[config.mk]
export PLATFORM = sky130hd
export DESIGN_NAME = wiper_ctl
export DESIGN_NICKNAME = d
export VERILOG_FILES = /design/src/rtl/wiper_pkg.sv /design/src/rtl/wiper_sync.sv /design/src/rtl/wiper_frontend.sv /design/src/rtl/wiper_shreg.sv /design/src/rtl/wiper_latch.sv /design/src/rtl/wiper_ctl.sv
export SDC_FILE = /design/constraint.sdc
export NUM_CORES = 1
export LEC_CHECK = 0
export BUFFER_PORTS_ARGS = -buffer_cell sky130_fd_sc_hd__buf_2
export CAP_MARGIN = 20
export CORE_AREA = 5 5 46 48
export CTS_CLUSTER_DIAMETER = 200
export DETAILED_ROUTE_END_ITERATION = 16
export DIE_AREA = 0 0 51 53
export PLACE_DENSITY = 0.87
export REMOVE_ABC_BUFFERS = 1
export SLEW_MARGIN = 0
export SYNTH_ARGS = -nofsm -noshare
export SYNTH_HDL_FRONTEND = slang
export SYNTH_SLANG_ARGS = --single-unit
[constraint.sdc]
create_clock -name clk -period 2.1 [get_ports clk]
set_input_delay 0.525 -clock clk [delete_from_list [all_inputs] [get_ports clk]]
set_output_delay 0.525 -clock clk [all_outputs]
set_load 0.1 [all_outputs]
[src/rtl/wiper_pkg.sv]
// Shared constants and helpers for the wiper code register.
package wiper_pkg;

    // Midscale code for a given code width: only the MSB set.
    function automatic logic [15:0] midscale(input int w);
        return 16'(1) << (w - 1);
    endfunction

    // Reset value of the synchronized serial inputs {clk, sel_n, din}.
    localparam logic [2:0] SER_IDLE = 3'b010;

endpackage

[src/rtl/wiper_sync.sv]
// Multi-stage synchronizer for a vector of slow asynchronous inputs.
// Assumes every bit is allowed the same latency, so that bits sampled
// together stay aligned after the last stage.
module wiper_sync #(
    parameter int         W       = 3,
    parameter int         STAGES  = 2,
    parameter logic [W-1:0] RST_VAL = '0
) (
    input  logic         clk,
    input  logic         rst_n,
    input  logic [W-1:0] d,
    output logic [W-1:0] q
);

    logic [STAGES-1:0][W-1:0] stg;

    generate
        if (STAGES == 1) begin : g_single
            // Purpose: one sampling stage.
            always_ff @(posedge clk) begin
                if (!rst_n) stg[0] <= RST_VAL;
                else        stg[0] <= d;
            end
        end else begin : g_chain
            // Purpose: shift the samples through the stage chain.
            always_ff @(posedge clk) begin
                if (!rst_n) stg <= {STAGES{RST_VAL}};
                else        stg <= {stg[STAGES-2:0], d};
            end
        end
    endgenerate

    assign q = stg[STAGES-1];

endmodule

[src/rtl/wiper_frontend.sv]
// Edge detector for the synchronized serial clock and select.
// Produces a one-cycle shift strobe on a selected rising serial clock
// and a one-cycle load strobe on a rising select.
// Assumes the inputs are already synchronized to clk.
module wiper_frontend (
    input  logic clk,
    input  logic rst_n,
    input  logic sclk_s,
    input  logic sel_n_s,
    output logic shift_en,
    output logic load_en
);

    logic sclk_d;
    logic sel_n_d;

    // Purpose: hold the previous synchronized levels for edge detection.
    always_ff @(posedge clk) begin
        if (!rst_n) begin
            sclk_d  <= 1'b1;
            sel_n_d <= 1'b1;
        end else begin
            sclk_d  <= sclk_s;
            sel_n_d <= sel_n_s;
        end
    end

    // Purpose: form the strobes from level changes.
    always_comb begin
        shift_en = sclk_s && !sclk_d && !sel_n_s;
        load_en  = sel_n_s && !sel_n_d;
    end

endmodule

[src/rtl/wiper_shreg.sv]
// Serial-in shift register. The MSB is the serial output tap.
// Cleared at once by the midscale input and synchronously by rst_n.
module wiper_shreg #(
    parameter int CODE_W = 7
) (
    input  logic              clk,
    input  logic              rst_n,
    input  logic              mid_n,
    input  logic              shift_en,
    input  logic              din,
    output logic [CODE_W-1:0] q
);

    // Purpose: clear on midscale/reset, else shift in one bit per strobe.
    always_ff @(posedge clk or negedge mid_n) begin
        if (!mid_n)         q <= '0;
        else if (!rst_n)    q <= '0;
        else if (shift_en)  q <= {q[CODE_W-2:0], din};
    end

endmodule

[src/rtl/wiper_latch.sv]
// Wiper code latch. It loads the shift register on a load strobe and is
// forced to midscale at once while mid_n is low, so midscale overrides
// a load in the same cycle.
module wiper_latch #(
    parameter int CODE_W = 7
) (
    input  logic              clk,
    input  logic              rst_n,
    input  logic              mid_n,
    input  logic              load_en,
    input  logic [CODE_W-1:0] d,
    output logic [CODE_W-1:0] code
);

    localparam logic [CODE_W-1:0] MID = CODE_W'(wiper_pkg::midscale(CODE_W));

    // Purpose: midscale force, reset, or load from the shift register.
    always_ff @(posedge clk or negedge mid_n) begin
        if (!mid_n)        code <= MID;
        else if (!rst_n)   code <= MID;
        else if (load_en)  code <= d;
    end

endmodule

[src/rtl/wiper_ctl.sv]
// Top of the serial-loaded wiper code register.
// The serial inputs are oversampled by clk, which must be several times
// faster than ser_clk. The power-down outputs are combinational from
// pwr_dn_n. The open-drain output is modelled as a pull-down enable.
module wiper_ctl #(
    parameter int CODE_W      = 7,
    parameter int SYNC_STAGES = 2
) (
    input  logic              clk,
    input  logic              rst_n,
    input  logic              ser_clk,
    input  logic              ser_sel_n,
    input  logic              ser_din,
    input  logic              mid_n,
    input  logic              pwr_dn_n,
    output logic [CODE_W-1:0] wiper_code,
    output logic              sdo_pull_en,
    output logic              term_a_open,
    output logic              wiper_to_b
);

    logic [2:0]        ser_s;
    logic              sclk_s;
    logic              sel_n_s;
    logic              din_s;
    logic              shift_en;
    logic              load_en;
    logic [CODE_W-1:0] shift_q;

    wiper_sync #(
        .W       (3),
        .STAGES  (SYNC_STAGES),
        .RST_VAL (wiper_pkg::SER_IDLE)
    ) i_sync (
        .clk   (clk),
        .rst_n (rst_n),
        .d     ({ser_clk, ser_sel_n, ser_din}),
        .q     (ser_s)
    );

    assign {sclk_s, sel_n_s, din_s} = ser_s;

    wiper_frontend i_front (
        .clk      (clk),
        .rst_n    (rst_n),
        .sclk_s   (sclk_s),
        .sel_n_s  (sel_n_s),
        .shift_en (shift_en),
        .load_en  (load_en)
    );

    wiper_shreg #(.CODE_W(CODE_W)) i_shreg (
        .clk      (clk),
        .rst_n    (rst_n),
        .mid_n    (mid_n),
        .shift_en (shift_en),
        .din      (din_s),
        .q        (shift_q)
    );

    wiper_latch #(.CODE_W(CODE_W)) i_latch (
        .clk     (clk),
        .rst_n   (rst_n),
        .mid_n   (mid_n),
        .load_en (load_en),
        .d       (shift_q),
        .code    (wiper_code)
    );

    // Purpose: terminal flags and the open-drain pull-down enable.
    always_comb begin
        term_a_open = !pwr_dn_n;
        wiper_to_b  = !pwr_dn_n;
        sdo_pull_en = pwr_dn_n && !shift_q[CODE_W-1];
    end

endmodule

==> results.cfg, run 1 <==
[cts]
ctsHoldBuffers = 0
ctsLongestPathBuffers = 2
cts_tree = yes
clock_latency_ns = 0.30
cts_buffers = 3
ctsResizeCount = 0
cts_root_buf = clkbuf_4
path_clk_slew_ns = 0.11
htreeDepth = 1
cts_sinks = 22
cts_setup_buffers = 0

[hold_path]
hp-class = input pin to asynchronous set/reset pin

[drt]
vias = 524
initialDrtViolationCount = 14
ant_nets = 0
drc = 0
finalWirelength_um = 1210
vias_per_cell = 4.94
first_pass_iters = 4
wl_per_cell_um = 11.4

[worst_setup_path]
critPathBufInv = 1
cp_top_family = flip-flops
worst-setup-path-type = flip-flop to output pin
max_stage_delay_ns = 0.54
crit_required_ns = 1.57
startpoint_type = flip-flop
crit_path_cell_trace = buf_2
r2r_cells = 3
end_kind = output pin
crit_cells = 1
arrival_ns = 1.26
worst-path-max-fanout = 2
cp_slowest_cell = dfstp_2

[die]
fp.dieArea_um2 = 2700
ios = 17
coreArea_um2 = 1670
die_w_um = 51
start_util_pct = 50.6
die_h_um = 53
num_rows = 15

[synthesis]
synth.avg_cell_area_um2 = 11.3
synth-compound-area-share_pct = 4.14
yosysSeqAreaShare_pct = 60.5
synth_fa_ha_area_share_pct = 0
synth.distinct_cells = 16
netlist_instances = 75
synth-simple-area-share_pct = 21.4
synthesis.area_um2 = 846
synth_top_family_by_area = simple AND/OR/NAND/NOR gates
synth_seq_cells = 22
synth.area.mux_share_pct = 8.28
yosys_warnings = 0
yosys.area_share.xor_xnor_pct = 0

[global_routing]
grt_antenna_before_repair = 0
grt_overflow = 0
grt_first_pass_wirelength_um = 2290
grt_pass1_vias = 504
track_usage_pct = 11.6
grt_max_degree = 30

[power_and_ir_drop]
total_power_mw = 0.717
power_density_nw_per_um2 = 763
p_leak_nw = 0.481
peakVddDrop_mv = 0.414

[cells_and_area]
n_fill_cell = 148
areaGrowthSynthToFinish_pct = 11.1
final_common_cell = buf_2
drive_gt1_share_pct = 24.7
layout_common_cells = buf_2, dfrtp_1, nand2_1, dfxtp_1
antenna_cells = 0
fin_nets = 97

[placement]
dp_slack_ns = 0.410
place_congestion = 0.713
portBuffers = 16
dp.final_hpwl_um = 836

[status]
status = finished, final reports clean

[sta]
slew_violations = 0
setup_violations = 0
finalWorstSetupSlack_ns = 0.316
fmax_mhz = 560
timing.slew.headroom_pct = 67.8
fin_crit_ns = 1.78
finalHoldViolations = 0
worstMarginPinSlew_ns = 0.486
finalCritPeriodShare_pct = 85.0
finalSetupTns_ns = 0
rsz0062_at_grt = false
fin_skew_ns = 0.00142

[flow_run]
maxCapViolations = 0
metrics by stage:
step | cells | area [µm²] | util, % | hold WS (ns)
final | 106 | 940 | 56.3 | 0.0923
after CTS | 106 | 940 | 56.3 | 0.0952
after floorplan | 69 | 802 | - | 0.229
after detailed placement | 102 | 903 | 54.1 | 0.403
after global placement | 102 | 903 | 54.1 | 0.392
after global routing | 106 | 940 | 56.3 | 0.0941
power by group:
part	internal [mW]	total [mW]	leakage [nW]	switching, mW
Sequential	0.429	0.433	0.259	0.00342
Clock	0.106	0.225	0.0210	0.119
Combinational	0.0144	0.0591	0.201	0.0447
Total	0.550	0.717	0.481	0.168
sequential cells by signal, indices dropped and copies added (netlist names):
signal	cells
i_front.sel_n_d	1
i_front.sclk_d	1
i_sync.stg	3
i_latch.code	7
i_sync.q	3
i_shreg.q	7
kinds of logic (layout without fill, tap and decap cells):
logic type / count (synthesis) / count (layout)
DFF: 22 / 22
and+or+nand+nor: 32 / 32
buffers and inverters: 7 / 21
AOI/OAI and AO/OA: 7 / 7
muxes: 7 / 7
synthesized netlist by cell type:
cell type   n  area [µm²]
and2_1      4        25.0
buf_2       2        10.0
buf_4       3        22.5
buf_6       1        11.3
dfrtp_1    13         325
dfstp_2     1        26.3
dfxtp_1     8         160
inv_1       1        3.75
mux2i_1     7        70.1
nand2_1     8        30.0
nand2b_1    5        31.3
nand3_1     7        35.0
nor2_1      1        3.75
nor2b_1     6        37.5
nor3b_4     1        18.8
o21ai_0     7        35.0
layout make-up:
type,count,area [µm²],area share [%]
clock buffers,4,36.3,3.86
inverters,1,3.75,0.399
multi-input cells,46,287,30.5
flip-flops and latches,22,512,54.5
well taps,17,21.3,2.26
repair buffers,16,80.1,8.52
path summary, 6_finish.rpt:
kind,start,endpoint,slack [ns]
setup reg to reg,i_sync.q[1],i_latch.code[1],0.97
max in group asynchronous,mid_n,i_latch.code[6],1.73
hold / removal,mid_n,i_shreg.q[6],0.09
setup / recovery,i_latch.code[6],wiper_code[6],0.32
hold reg to reg,i_sync.stg[1],i_sync.q[1],0.42
min in group clk,ser_sel_n,i_sync.stg[1],0.39
layer usage:
layer / GRT usage [%] / share of wire [%]
met2: 16.5 / 41
met1: 15.5 / 52
met4: 6.73 / 1.2
met3: 3.38 / 6.0
met5: 0 / 0
(Power assumes the default switching activity.)
==> run 2, diff against run 1 <==
--- a/config.mk
+++ b/config.mk
@@ -7,11 +7,11 @@
 export LEC_CHECK = 0
 export BUFFER_PORTS_ARGS = -buffer_cell sky130_fd_sc_hd__buf_2
 export CAP_MARGIN = 20
-export CORE_AREA = 5 5 46 48
+export CORE_AREA = 5 5 49 51
 export CTS_CLUSTER_DIAMETER = 200
 export DETAILED_ROUTE_END_ITERATION = 16
-export DIE_AREA = 0 0 51 53
-export PLACE_DENSITY = 0.87
+export DIE_AREA = 0 0 54 56
+export PLACE_DENSITY = 0.81
 export REMOVE_ABC_BUFFERS = 1
 export SLEW_MARGIN = 0
 export SYNTH_ARGS = -nofsm -noshare
==> constraint.sdc (replaced) <==
create_clock -name clk -period 1.6 [get_ports clk]
set_input_delay 0.4 -clock clk [delete_from_list [all_inputs] [get_ports clk]]
set_output_delay 0.4 -clock clk [all_outputs]
set_load 0.1 [all_outputs]
==> results.cfg, run 2 (same netlist as run 1, synthesis figures left out) <==
[cts]
htreeDepth = 1
ctsLongestPathBuffers = 2
clock_latency_ns = 0.30
cts_sinks = 22
path_clk_slew_ns = 0.11
cts_root_buf = clkbuf_4
cts_tree = yes
cts_buffers = 3

[worst_setup_path]
startpoint_type = flip-flop
end_kind = output pin
crit_required_ns = 1.20
arrival_ns = 1.09
critPathBufInv = 1
max_stage_delay_ns = 0.42
worst-path-max-fanout = 2
crit_path_cell_trace = buf_2
cp_slowest_cell = buf_2
cp_top_family = buffers and inverters
worst-setup-path-type = flip-flop to output pin

[die]
die_h_um = 56
ios = 17
fp.dieArea_um2 = 3020
num_rows = 16
start_util_pct = 44.5
coreArea_um2 = 1900
die_w_um = 54

[sta]
slew_violations = 0
fin_crit_ns = 1.49
fmax_mhz = 673
setup_violations = 0
finalSetupTns_ns = 0
rsz0062_at_grt = false
finalCritPeriodShare_pct = 92.9
finalWorstSetupSlack_ns = 0.113
worstMarginPinSlew_ns = 0.487
finalHoldViolations = 0
timing.slew.headroom_pct = 67.7
fin_skew_ns = 0.00437

[cells_and_area]
drive_gt1_share_pct = 25.6
areaGrowthSynthToFinish_pct = 21.2
reg_top3 = i_latch.code (7), i_shreg.q (7)
final_common_cell = dfrtp_1
n_fill_cell = 179
antenna_cells = 0
layout_common_cells = dfrtp_1, buf_2, nand2_1, dfxtp_1
final_area_um2 = 1020
multi_input_area_um2 = 289
fin_nets = 98
seqCellArea_um2 = 512

[drt]
wl_per_cell_um = 10.6
finalWirelength_um = 1240
first_pass_iters = 4
initialDrtViolationCount = 8
ant_nets = 0
vias_per_cell = 4.63
vias = 542
drc = 0

[global_routing]
grt_first_pass_wirelength_um = 2300
track_usage_pct = 10.4
grt_antenna_before_repair = 0
grt_max_degree = 30
grt_overflow = 0
grt_pass1_vias = 558

[power_and_ir_drop]
seqPwrFrac_pct = 59.2
pwr-share-comb_pct = 10.1
peakVddDrop_mv = 0.547
sw_frac_of_total_pct = 23.1
power_density_nw_per_um2 = 937
p_switching_mw = 0.222
p_leak_nw = 0.510
p_int_mw = 0.738
p_clk_share_pct = 30.7

[placement]
portBuffers = 16
place_area_um2 = 976
place_congestion = 0.758
dp_slack_ns = 0.173

[status]
status = finished, final reports clean

[hold_path]
hp-class = input pin to flip-flop

[flow_run]
maxCapViolations = 0
## run 2: cell count changes in the layout (fill, tap and decap cells not counted)
cell | before | now
buf_12 | 0 | 4
buf_2 | 16 | 12
dlygate4sd3_1 | 0 | 1
nor2_1 | 1 | 0
nor2_2 | 0 | 1
## run 2: stage by stage
stage	total power [mW]	hold WS [ns]	cells	util, %
after floorplan	0.630	0.104	69	-
after global placement	0.675	0.304	112	51.3
after detailed placement	0.676	0.308	112	51.3
after CTS	0.980	0.257	117	53.8
after global routing	1.01	0.278	117	53.9
final	0.960	0.275	117	53.9
## run 2: power by group through the flow
stage | Combinational, mW | Sequential (mW) | Clock [mW]
floorplan | 0.0449 | 0.585 | 0
global placement | 0.0951 | 0.579 | 0
detailed placement | 0.0966 | 0.580 | 0
CTS | 0.0985 | 0.569 | 0.313
global route | 0.106 | 0.570 | 0.336
finish | 0.0973 | 0.568 | 0.295
## run 2: cell type report
class | count | share of cell area [%]
Tap cell | 27 | 3.30
Multi-Input combinational cell | 46 | 28.2
Sequential cell | 22 | 49.9
Clock buffer | 4 | 3.54
Inverter | 1 | 0.366
Timing Repair Buffer | 17 | 14.7
## run 2: worst paths after layout
kind / cells past startpoint / endpoint / slack, ns / startpoint
max: 1 / wiper_code[0] / 0.11 / i_latch.code[0]
min: 2 / i_sync.stg[1] / 0.28 / ser_sel_n
max reg2reg: 3 / i_latch.code[4] / 0.50 / i_sync.q[1]
min reg2reg: 1 / i_sync.q[1] / 0.42 / i_sync.stg[1]
max in group asynchronous: 2 / i_latch.code[6] / 0.82 / mid_n
min in group asynchronous: 2 / i_shreg.q[0] / 0.50 / mid_n
## run 2: routing by layer
layer / share of wire, % / global-route usage [%] / wire length, µm / up-vias
li1: - / - / - / 273
met1: 44 / 10.9 / 542 / 250
met2: 47 / 17.1 / 581 / 15
met3: 6.7 / 2.41 / 83 / 4
met4: 2.9 / 7.47 / 36 / 0
met5: 0 / 0 / 0 / -
## run 2: timing repair
action / 4_1_cts / 5_1_grt
hold buffers: 1 / 0
setup buffers: 0 / 0
resized for setup: 0 / 1
endpoints found under the setup margin: 0 / 1
hold endpoints to repair: 13 / 0
